File: src/rtl/ptw_pkg.sv
package ptw_pkg;
  typedef enum logic [1:0] {
    ST_IDLE = 2'd0,
    ST_ROOT = 2'd1,
    ST_LEAF = 2'd2
  } walk_st_t;

  // Bit 0 of every table entry marks it valid.
  function automatic logic entry_ok(input logic [31:0] e);
    return e[0];
  endfunction
endpackage

File: src/rtl/ptw_addr_gen.sv
module ptw_addr_gen #(
  parameter int ADDR_W = 32,
  parameter int IDX_W  = 10,
  parameter int ENT_B  = 4
) (
  input  logic [ADDR_W-1:0] tbl_base,
  input  logic [IDX_W-1:0]  idx,
  output logic [ADDR_W-1:0] ent_addr
);
  localparam int SHIFT = $clog2(ENT_B);
  localparam int PADW  = ADDR_W - IDX_W - SHIFT;

  always_comb begin
    ent_addr = tbl_base + {{PADW{1'b0}}, idx, {SHIFT{1'b0}}};
  end
endmodule

File: src/rtl/ptw_mem_port.sv
module ptw_mem_port #(
  parameter int ADDR_W = 32
) (
  input  logic              clk,
  input  logic              rst,
  input  logic              issue,
  input  logic [ADDR_W-1:0] issue_addr,
  input  logic              mem_ack,
  output logic              mem_req,
  output logic [ADDR_W-1:0] mem_addr,
  output logic              rd_valid
);
  always_ff @(posedge clk) begin
    if (rst) begin
      mem_req  <= 1'b0;
      mem_addr <= '0;
    end else if (issue) begin
      mem_req  <= 1'b1;
      mem_addr <= issue_addr;
    end else if (mem_ack) begin
      mem_req  <= 1'b0;
    end
  end

  assign rd_valid = mem_req && mem_ack;

  p_hold_addr_r3: assert property (@(posedge clk) disable iff (rst)
    (mem_req && !mem_ack) |=> (mem_req && $stable(mem_addr)));
endmodule

File: src/rtl/ptw_fsm.sv
module ptw_fsm
  import ptw_pkg::*;
#(
  parameter int ADDR_W = 32,
  parameter int PTE_W  = 32,
  parameter int VPN_W  = 20,
  parameter int ROOT_W = 10,
  parameter int PG_W   = 12
) (
  input  logic              clk,
  input  logic              rst,
  input  logic              walk_req,
  input  logic [VPN_W-1:0]  walk_vpn,
  input  logic [ADDR_W-1:0] root_base,
  input  logic              rd_valid,
  input  logic [PTE_W-1:0]  rd_data,
  output logic              issue,
  output logic [ADDR_W-1:0] issue_addr,
  output logic              busy,
  output logic              walk_done,
  output logic              walk_fault,
  output logic              fault_lvl,
  output logic [PTE_W-1:0]  walk_pte
);
  localparam int LEAF_W = VPN_W - ROOT_W;
  localparam int ENT_B  = PTE_W / 8;

  walk_st_t             st;
  logic [LEAF_W-1:0]    leaf_idx;
  logic [ADDR_W-1:0]    root_ent_addr;
  logic [ADDR_W-1:0]    leaf_ent_addr;
  logic [ADDR_W-1:0]    leaf_tbl;
  logic                 accept;

  assign accept   = walk_req && (st == ST_IDLE);
  assign leaf_tbl = {rd_data[PTE_W-1:PG_W], {PG_W{1'b0}}};

  ptw_addr_gen #(.ADDR_W(ADDR_W), .IDX_W(ROOT_W), .ENT_B(ENT_B)) u_root_ag (
    .tbl_base (root_base),
    .idx      (walk_vpn[VPN_W-1:LEAF_W]),
    .ent_addr (root_ent_addr)
  );

  ptw_addr_gen #(.ADDR_W(ADDR_W), .IDX_W(LEAF_W), .ENT_B(ENT_B)) u_leaf_ag (
    .tbl_base (leaf_tbl),
    .idx      (leaf_idx),
    .ent_addr (leaf_ent_addr)
  );

  always_comb begin
    issue      = 1'b0;
    issue_addr = root_ent_addr;
    if (accept) begin
      issue = 1'b1;
    end else if (st == ST_ROOT && rd_valid && entry_ok(rd_data)) begin
      issue      = 1'b1;
      issue_addr = leaf_ent_addr;
    end
  end

  always_ff @(posedge clk) begin
    if (rst) begin
      st         <= ST_IDLE;
      leaf_idx   <= '0;
      busy       <= 1'b0;
      walk_done  <= 1'b0;
      walk_fault <= 1'b0;
      fault_lvl  <= 1'b0;
      walk_pte   <= '0;
    end else begin
      walk_done  <= 1'b0;
      walk_fault <= 1'b0;
      unique case (st)
        ST_IDLE: begin
          if (accept) begin
            st       <= ST_ROOT;
            leaf_idx <= walk_vpn[LEAF_W-1:0];
            busy     <= 1'b1;
          end
        end
        ST_ROOT: begin
          if (rd_valid) begin
            if (entry_ok(rd_data)) begin
              st <= ST_LEAF;
            end else begin
              st         <= ST_IDLE;
              busy       <= 1'b0;
              walk_fault <= 1'b1;
              fault_lvl  <= 1'b0;
              walk_pte   <= rd_data;
            end
          end
        end
        ST_LEAF: begin
          if (rd_valid) begin
            st         <= ST_IDLE;
            busy       <= 1'b0;
            walk_pte   <= rd_data;
            fault_lvl  <= 1'b1;
            walk_done  <= entry_ok(rd_data);
            walk_fault <= !entry_ok(rd_data);
          end
        end
        default: st <= ST_IDLE;
      endcase
    end
  end

  p_accept_r2: assert property (@(posedge clk) disable iff (rst)
    (walk_req && !busy) |=> busy);
  p_one_result_r7: assert property (@(posedge clk) disable iff (rst)
    !(walk_done && walk_fault));
  p_done_pulse_r7: assert property (@(posedge clk) disable iff (rst)
    walk_done |=> !walk_done);
  p_free_on_result_r8: assert property (@(posedge clk) disable iff (rst)
    (walk_done || walk_fault) |-> !busy);
  p_fault_has_invalid_r10: assert property (@(posedge clk) disable iff (rst)
    walk_fault |-> !walk_pte[0]);
endmodule

File: src/rtl/ptw_walker.sv
module ptw_walker #(
  parameter int ADDR_W = 32,
  parameter int PTE_W  = 32,
  parameter int VPN_W  = 20,
  parameter int ROOT_W = 10,
  parameter int PG_W   = 12
) (
  input  logic              clk,
  input  logic              rst,
  input  logic              walk_req,
  input  logic [VPN_W-1:0]  walk_vpn,
  input  logic [ADDR_W-1:0] root_base,
  output logic              busy,
  output logic              walk_done,
  output logic              walk_fault,
  output logic              fault_lvl,
  output logic [PTE_W-1:0]  walk_pte,
  output logic              mem_req,
  output logic [ADDR_W-1:0] mem_addr,
  input  logic              mem_ack,
  input  logic [PTE_W-1:0]  mem_rdata
);
  logic              issue;
  logic [ADDR_W-1:0] issue_addr;
  logic              rd_valid;

  ptw_mem_port #(.ADDR_W(ADDR_W)) u_port (
    .clk        (clk),
    .rst        (rst),
    .issue      (issue),
    .issue_addr (issue_addr),
    .mem_ack    (mem_ack),
    .mem_req    (mem_req),
    .mem_addr   (mem_addr),
    .rd_valid   (rd_valid)
  );

  ptw_fsm #(
    .ADDR_W(ADDR_W), .PTE_W(PTE_W), .VPN_W(VPN_W),
    .ROOT_W(ROOT_W), .PG_W(PG_W)
  ) u_fsm (
    .clk        (clk),
    .rst        (rst),
    .walk_req   (walk_req),
    .walk_vpn   (walk_vpn),
    .root_base  (root_base),
    .rd_valid   (rd_valid),
    .rd_data    (mem_rdata),
    .issue      (issue),
    .issue_addr (issue_addr),
    .busy       (busy),
    .walk_done  (walk_done),
    .walk_fault (walk_fault),
    .fault_lvl  (fault_lvl),
    .walk_pte   (walk_pte)
  );

  p_idle_quiet_r1: assert property (@(posedge clk) disable iff (rst)
    !busy |-> !mem_req);
endmodule

File: config.mk
export PLATFORM = sky130hd
export DESIGN_NAME = ptw_walker
export DESIGN_NICKNAME = d
export VERILOG_FILES = /design/src/rtl/ptw_pkg.sv /design/src/rtl/ptw_addr_gen.sv /design/src/rtl/ptw_mem_port.sv /design/src/rtl/ptw_fsm.sv /design/src/rtl/ptw_walker.sv
export SDC_FILE = /design/constraint.sdc
export NUM_CORES = 1
export LEC_CHECK = 0
export ABC_CLOCK_PERIOD_IN_PS = 2260
export BUFFER_PORTS_ARGS = -buffer_cell sky130_fd_sc_hd__clkbuf_2
export CORE_ASPECT_RATIO = 0.6
export CORE_MARGIN = 1.5
export CORE_UTILIZATION = 49
export CTS_CLUSTER_DIAMETER = 80
export DETAILED_ROUTE_END_ITERATION = 7
export PLACE_DENSITY = 0.87
export SYNTH_ARGS = -nofsm -noshare
export SYNTH_HDL_FRONTEND = slang
export SYNTH_SLANG_ARGS = --single-unit
File: constraint.sdc
create_clock -name clk -period 2.26 [get_ports clk]
set_input_delay 0.113 -clock clk [delete_from_list [all_inputs] [get_ports clk]]
set_output_delay 0.113 -clock clk [all_outputs]
set_load 0.05 [all_outputs]
## Word level (Yosys, flattened, before mapping)

Cells that the tools add are included.

| word-level totals | value |
|---|---|
| register bits after elaboration | 81 |
| latch bits | 0 |
| memory bits (writable) | 0 |
| ROM bits | 0 |
| bits of input ports | 88 |
| output and inout port bits | 69 |
| word-level logic and storage cells | 59 |
| memories | 0 |

| operators by class | value |
|---|---|
| $add $sub $neg | 2 |
| $mul | 0 |
| divide/modulo/power cells | 0 |
| $lt $le $gt $ge | 0 |
| equal/unequal tests | 6 |
| shift-type cells | 0 |
| mux-type cells | 26 |
| bitwise logic cells | 2 |
| reduce and logical (&&, ||, !) cells | 14 |

Operators with widths:

| operator | count |
|---|---|
| 2-to-1 mux 32 bit | 5 |
| adder 32 x 12 -> 32 bit | 2 |
| case mux 32 bit (2 select lines) | 1 |
| 2-to-1 mux 1 bit | 12 |
| 2-to-1 mux 2 bit | 4 |
| inequality test 2 x 1 -> 1 bit, second input constant | 3 |
| case mux 2 bit (3 select lines) | 1 |
| AND reduction 5 bit | 1 |
| logical AND 1 bit | 4 |
| case mux 1 bit (2 select lines) | 2 |
| AND reduction 4 bit | 1 |
| nonzero test 2 bit | 2 |
| case mux 1 bit (3 select lines) | 1 |
| AND reduction 3 bit | 1 |
| nonzero test 3 bit | 1 |
| OR reduction 3 bit | 1 |
| equality test 2 x 1 -> 1 bit, second input constant | 1 |
| equality test 2 bit, second input constant | 1 |
| logical NOT 2 bit | 1 |
| inequality test 2 bit, second input constant | 1 |
| inverter 1 bit | 2 |
| AND reduction 2 bit | 1 |
| logical NOT 1 bit | 1 |

## Logic depth before layout (Yosys ltp)

| depth | value |
|---|---|
| word-level depth | 6 |
| gate-level depth with buffers | 8 |
| gate-level depth less buffers | 7 |

## Modules after synthesis

From an unflattened synthesis, not the netlist that was laid out.

| second synthesis, totals | value |
|---|---|
| cells, all modules | 608 |
| area, all modules | 5550.3 µm² |

Modules (own cells, without submodules):

| module | instances | cells an instance | area each (µm²) | seq. area each (µm²) |
|---|---|---|---|---|
| ptw_fsm | 1 | 257 | 2580.0 | 960.9 |
| ptw_addr_gen | 2 | 121 | 879.6 | 0.0 |
| ptw_mem_port | 1 | 109 | 1211.2 | 660.6 |

## Worst setup path before layout

Ideal clock, no wire load.

| timing | value |
|---|---|
| path type | flip-flop to flip-flop |
| from | reg u_fsm.st[1] |
| to | reg u_port.mem_addr[11] |
| setup time | 0.138 ns |
| arrival | 1.845 ns |
| required time | 2.122 ns |
| path slack | 0.277 ns |
| cell stages (with the launch flop) | 9 |
| buffers on the path | 2 |
| clock period less this slack | 1.983 ns |
| path through | dfxtp_1 > inv_1 > ha_1 > and2_0 > nand3_1 > buf_2 > buf_2 > mux2i_1 > o221ai_1 |

| between the ends | value |
|---|---|
| cells in the longest elaborated chain, start to end | 5 |
| elaborated cells between the ends (all ways) | 9 |
| those cells by class | 1 x eq/ne; 4 x mux; 4 x reduce/logical |

RTL lines:

| what | line | RTL |
|---|---|---|
| from (decl) | ptw_fsm.sv:28 | `walk_st_t st;` |
| from (signal assigned) | ptw_fsm.sv:63 | `st <= ST_IDLE;` |
| from (signal assigned) | ptw_fsm.sv:76 | `st <= ST_ROOT;` |
| from (signal assigned) | ptw_fsm.sv:84 | `st <= ST_LEAF;` |
| equality test 2 x 1 -> 1 bit | ptw_fsm.sv:55 | `end else if (st == ST_ROOT && rd_valid && entry_ok(rd_data)) begin` |
| logical AND 1 bit (2 in series) | ptw_fsm.sv:55 |  |
| 2-to-1 mux 32 bit or 2-to-1 mux 1 bit (tied branches) | ptw_fsm.sv:55 |  |
| 2-to-1 mux 32 bit or 2-to-1 mux 1 bit (tied branches) | ptw_fsm.sv:53 | `if (accept) begin` |
| to (signal assigned) | ptw_mem_port.sv:19 | `mem_addr <= issue_addr;` |
| to (decl) | ptw_mem_port.sv:10 | `output logic [ADDR_W-1:0] mem_addr,` |

Parallel ways exist; a longest one is shown, timed or not.
A chain may end at the register's enable or synchronous reset.

## Worst setup path in the final report

| timing | value |
|---|---|
| from | reg u_fsm.st[1] |
| to | reg u_port.mem_addr[10] |

Same word-level chain as after synthesis.

==> results.json <==
{
  "status": "finished clean",
  "portBuffers": 156,
  "netlist_area_um2": 4080,
  "timing.rr.end": "u_port.mem_addr[10]",
  "worstMarginPinSlew_ps": 571,
  "clock_tree.buffer_depth": 2,
  "ys_types": 56,
  "grt_pass1_vias": 3999,
  "routed-via-count": 4349,
  "dpl_cell_area_um2": 5020,
  "yosysMostFrequentCell": "nand2_1",
  "critPathKind": "reg2reg",
  "cts_root_buffer": "clkbuf_16",
  "avgRoutedWirePerCell_um": 16.5,
  "vias_per_cell": 5.68,
  "power_density_nw_per_um2": 747,
  "timing.final.ws_setup_ps": 197,
  "grt_pass1_wl_um": 19600,
  "insertion_delay_ps": 330,
  "htreeDepth": 3,
  "holdPathEnd": "u_fsm.leaf_idx[3]",
  "ir_worst_vdd_v": 0.000376,
  "dieArea_um2": 8890,
  "end_kind": "register",
  "insertedDiodeCount": 0,
  "rows": 25,
  "ys_async_sr_fraction_pct": 0,
  "synth_edf_count": 0,
  "drc": 0,
  "drive_above_1_share_pct": 31.3,
  "cts_tree": "built",
  "grt_max_degree": 36,
  "final_hold_viol_count": 0,
  "stdcell_area_um2": 5430,
  "synth_area_leaders": "dfxtp_1 40%, nand2_1 9.3%, a21oi_1 7.7%, mux2i_1 5.4%, ha_1 4.3%",
  "min-delay-start": "walk_vpn[3]",
  "dr.pass1.iters": 6,
  "synth_cells": 486,
  "rsz0062_at_grt": "false",
  "track_usage_pct": 28.6,
  "fin_crit_sh_pct": 91.3,
  "setup_tns_ps": 0,
  "synth-seq-cells": 81,
  "synth_common_cells": "101 x nand2_1, 81 x dfxtp_1, 63 x a21oi_1",
  "ant_nets": 0,
  "wl_um": 12600,
  "cp-start-kind": "register",
  "pre_cts_ws_ps": 67.8,
  "yosys_most_used_dff": "dfxtp_1",
  "fmax_ghz": 0.485,
  "clkPwrFrac_pct": 33.7,
  "crit_fanout": 12,
  "skew_ps": 2.54,
  "power_frac_seq_pct": 39.4,
  "hold_class": "in2reg",
  "syn_to_final_growth_pct": 33.3,
  "synth.largest_area_cell": "dfxtp_1",
  "finalSetupViolCount": 0,
  "finalNetCount": 756,
  "die_h_um": 73.6,
  "synth_fp_nets": 589,
  "clkSlewWorstSetupHoldPaths_ps": 60,
  "swShare_pct": 33.6,
  "postLayoutCoreUtil_pct": 68.1,
  "power_leakage_nw": 2.49,
  "ys_warn_count": 0,
  "reg2reg_slack_ps": 200,
  "core_area_um2": 7980,
  "antenna_found_initial": 0,
  "postCtsSetupBuffers": 0,
  "switching_power_w": 0.00136,
  "slew-limit-headroom_pct": 60.9,
  "ios": 157,
  "min_path_cells": 3,
  "overflow": 0,
  "crit_required_ps": 2480,
  "synth_top_area_share_pct": 39.8,
  "p_comb_share_pct": 27.0,
  "seq_area_frac_synth_pct": 39.8,
  "post-dp-hpwl_um": 9360,
  "drv_slew": 0,
  "cts_sinks": 81,
  "reg2regPathDepth": 8,
  "initial_core_util_pct": 51.1,
  "place.gp.congestion": 0.939,
  "die_x_um": 121,
  "r2r-start": "u_fsm.st[1]",
  "numCtsBuffers": 9,
  "cap_violations": 0,
  "period_minus_slack_ps": 2060,
  "arrival_ps": 2280,
  "synth_area_per_cell_um2": 8.39,
  "fin_total_pwr_w": 0.00406,
  "power.internal_w": 0.00269,
  "drtIter0Drc": 322
}
==> cells by family (layout without fill, tap and decap cells) <==
group           after synthesis  after routing  share of synthesized area [%]
simple gates                162            162                           17.8
xor+xnor                     12             12                           2.58
buf+inv                      37            209                           3.71
mux                          34             34                           8.72
flops                        81             81                           39.8
fa+ha+maj                    15             15                           4.79
compound gates              145            145                           22.6
==> power groups by stage <==
| stage | sequential, W | clock [W] | combinational, W |
|---|---|---|---|
| floorplan | 0.00191 | 0 | 0.000438 |
| detailed placement | 0.00162 | 0 | 0.00106 |
| global placement | 0.00162 | 0 | 0.00103 |
| CTS | 0.00159 | 0.00138 | 0.00108 |
| global route | 0.00161 | 0.00144 | 0.00117 |
| finish | 0.00160 | 0.00137 | 0.00109 |
==> worst max-delay path, cell delays in order, from the launching register on <==
cell and delay, ps:
dfxtp_1 380, inv_1 80, ha_1 250, and2_0 260, nand3_2 170, buf_4 260, mux2_2 350, o21ai_0 140
a21oi_1 50
==> through the flow <==
stage,cells,hold WS (ps)
final,766,7.55
after CTS,766,1.63
after global routing,766,12.6
after global placement,737,336
after detailed placement,737,344
after floorplan,486,190
==> routing by layer <==
layer	track usage [%]	part of all wire, %
met5	0	0
met4	9.15	1.8
met1	37.6	46
met2	44.8	44
met3	9.47	8.7
==> registers in the layout, indices dropped and copies added (netlist names) <==
signal and count:
u_fsm.walk_fault 1, u_fsm.leaf_idx 10, u_fsm.st 2, u_port.mem_req 1
u_fsm.walk_pte 32, u_fsm.busy 1, u_fsm.walk_done 1, u_port.mem_addr 32
u_fsm.fault_lvl 1
==> cells in the final DEF, fill, tap and decap left out, types with 7 or more instances in the layout <==
cell / instances
dfxtp_1: 81
a31oi_1: 7
a211oi_1: 13
nand3_1: 8
or3_1: 7
mux2i_1: 22
ha_1: 14
buf_4: 13
mux2_2: 12
clkbuf_16: 9
nand2_1: 101
nor2_1: 19
a21oi_1: 63
inv_1: 9
xor2_1: 8
dlygate4sd3_1: 13
clkbuf_2: 156
o21ai_0: 22
==> what timing repair did <==
item | 4_1_cts | 5_1_grt
hold endpoints to repair | 13 | 0
gates resized for setup | 0 | 0
hold buffers | 13 | 0
==> area by class of cell <==
cell class / count / area [µm²]
clock buffers: 14 / 264
clock inverters: 2 / 12.5
fillers: 677 / 2540
inverters: 9 / 33.8
multi-input cells: 368 / 2320
flip-flops and latches: 81 / 1620
well taps: 108 / 135
repair buffers: 184 / 1050
==> worst max path at each step <==
stage	to	depth (start not counted)	startpoint	slack (ps)
4_1_cts	u_port.mem_addr[10]	8	u_fsm.st[1]	210
2_1_floorplan	u_port.mem_addr[11]	8	u_fsm.st[1]	280
5_1_grt	u_port.mem_addr[24]	8	u_fsm.st[1]	60
6_report	u_port.mem_addr[10]	8	u_fsm.st[1]	200
3_5_place_dp	u_port.mem_addr[23]	7	walk_vpn[13]	70
3_3_place_gp	u_port.mem_addr[23]	7	walk_vpn[14]	130
Note: power is estimated with default switching activity, not from simulation.
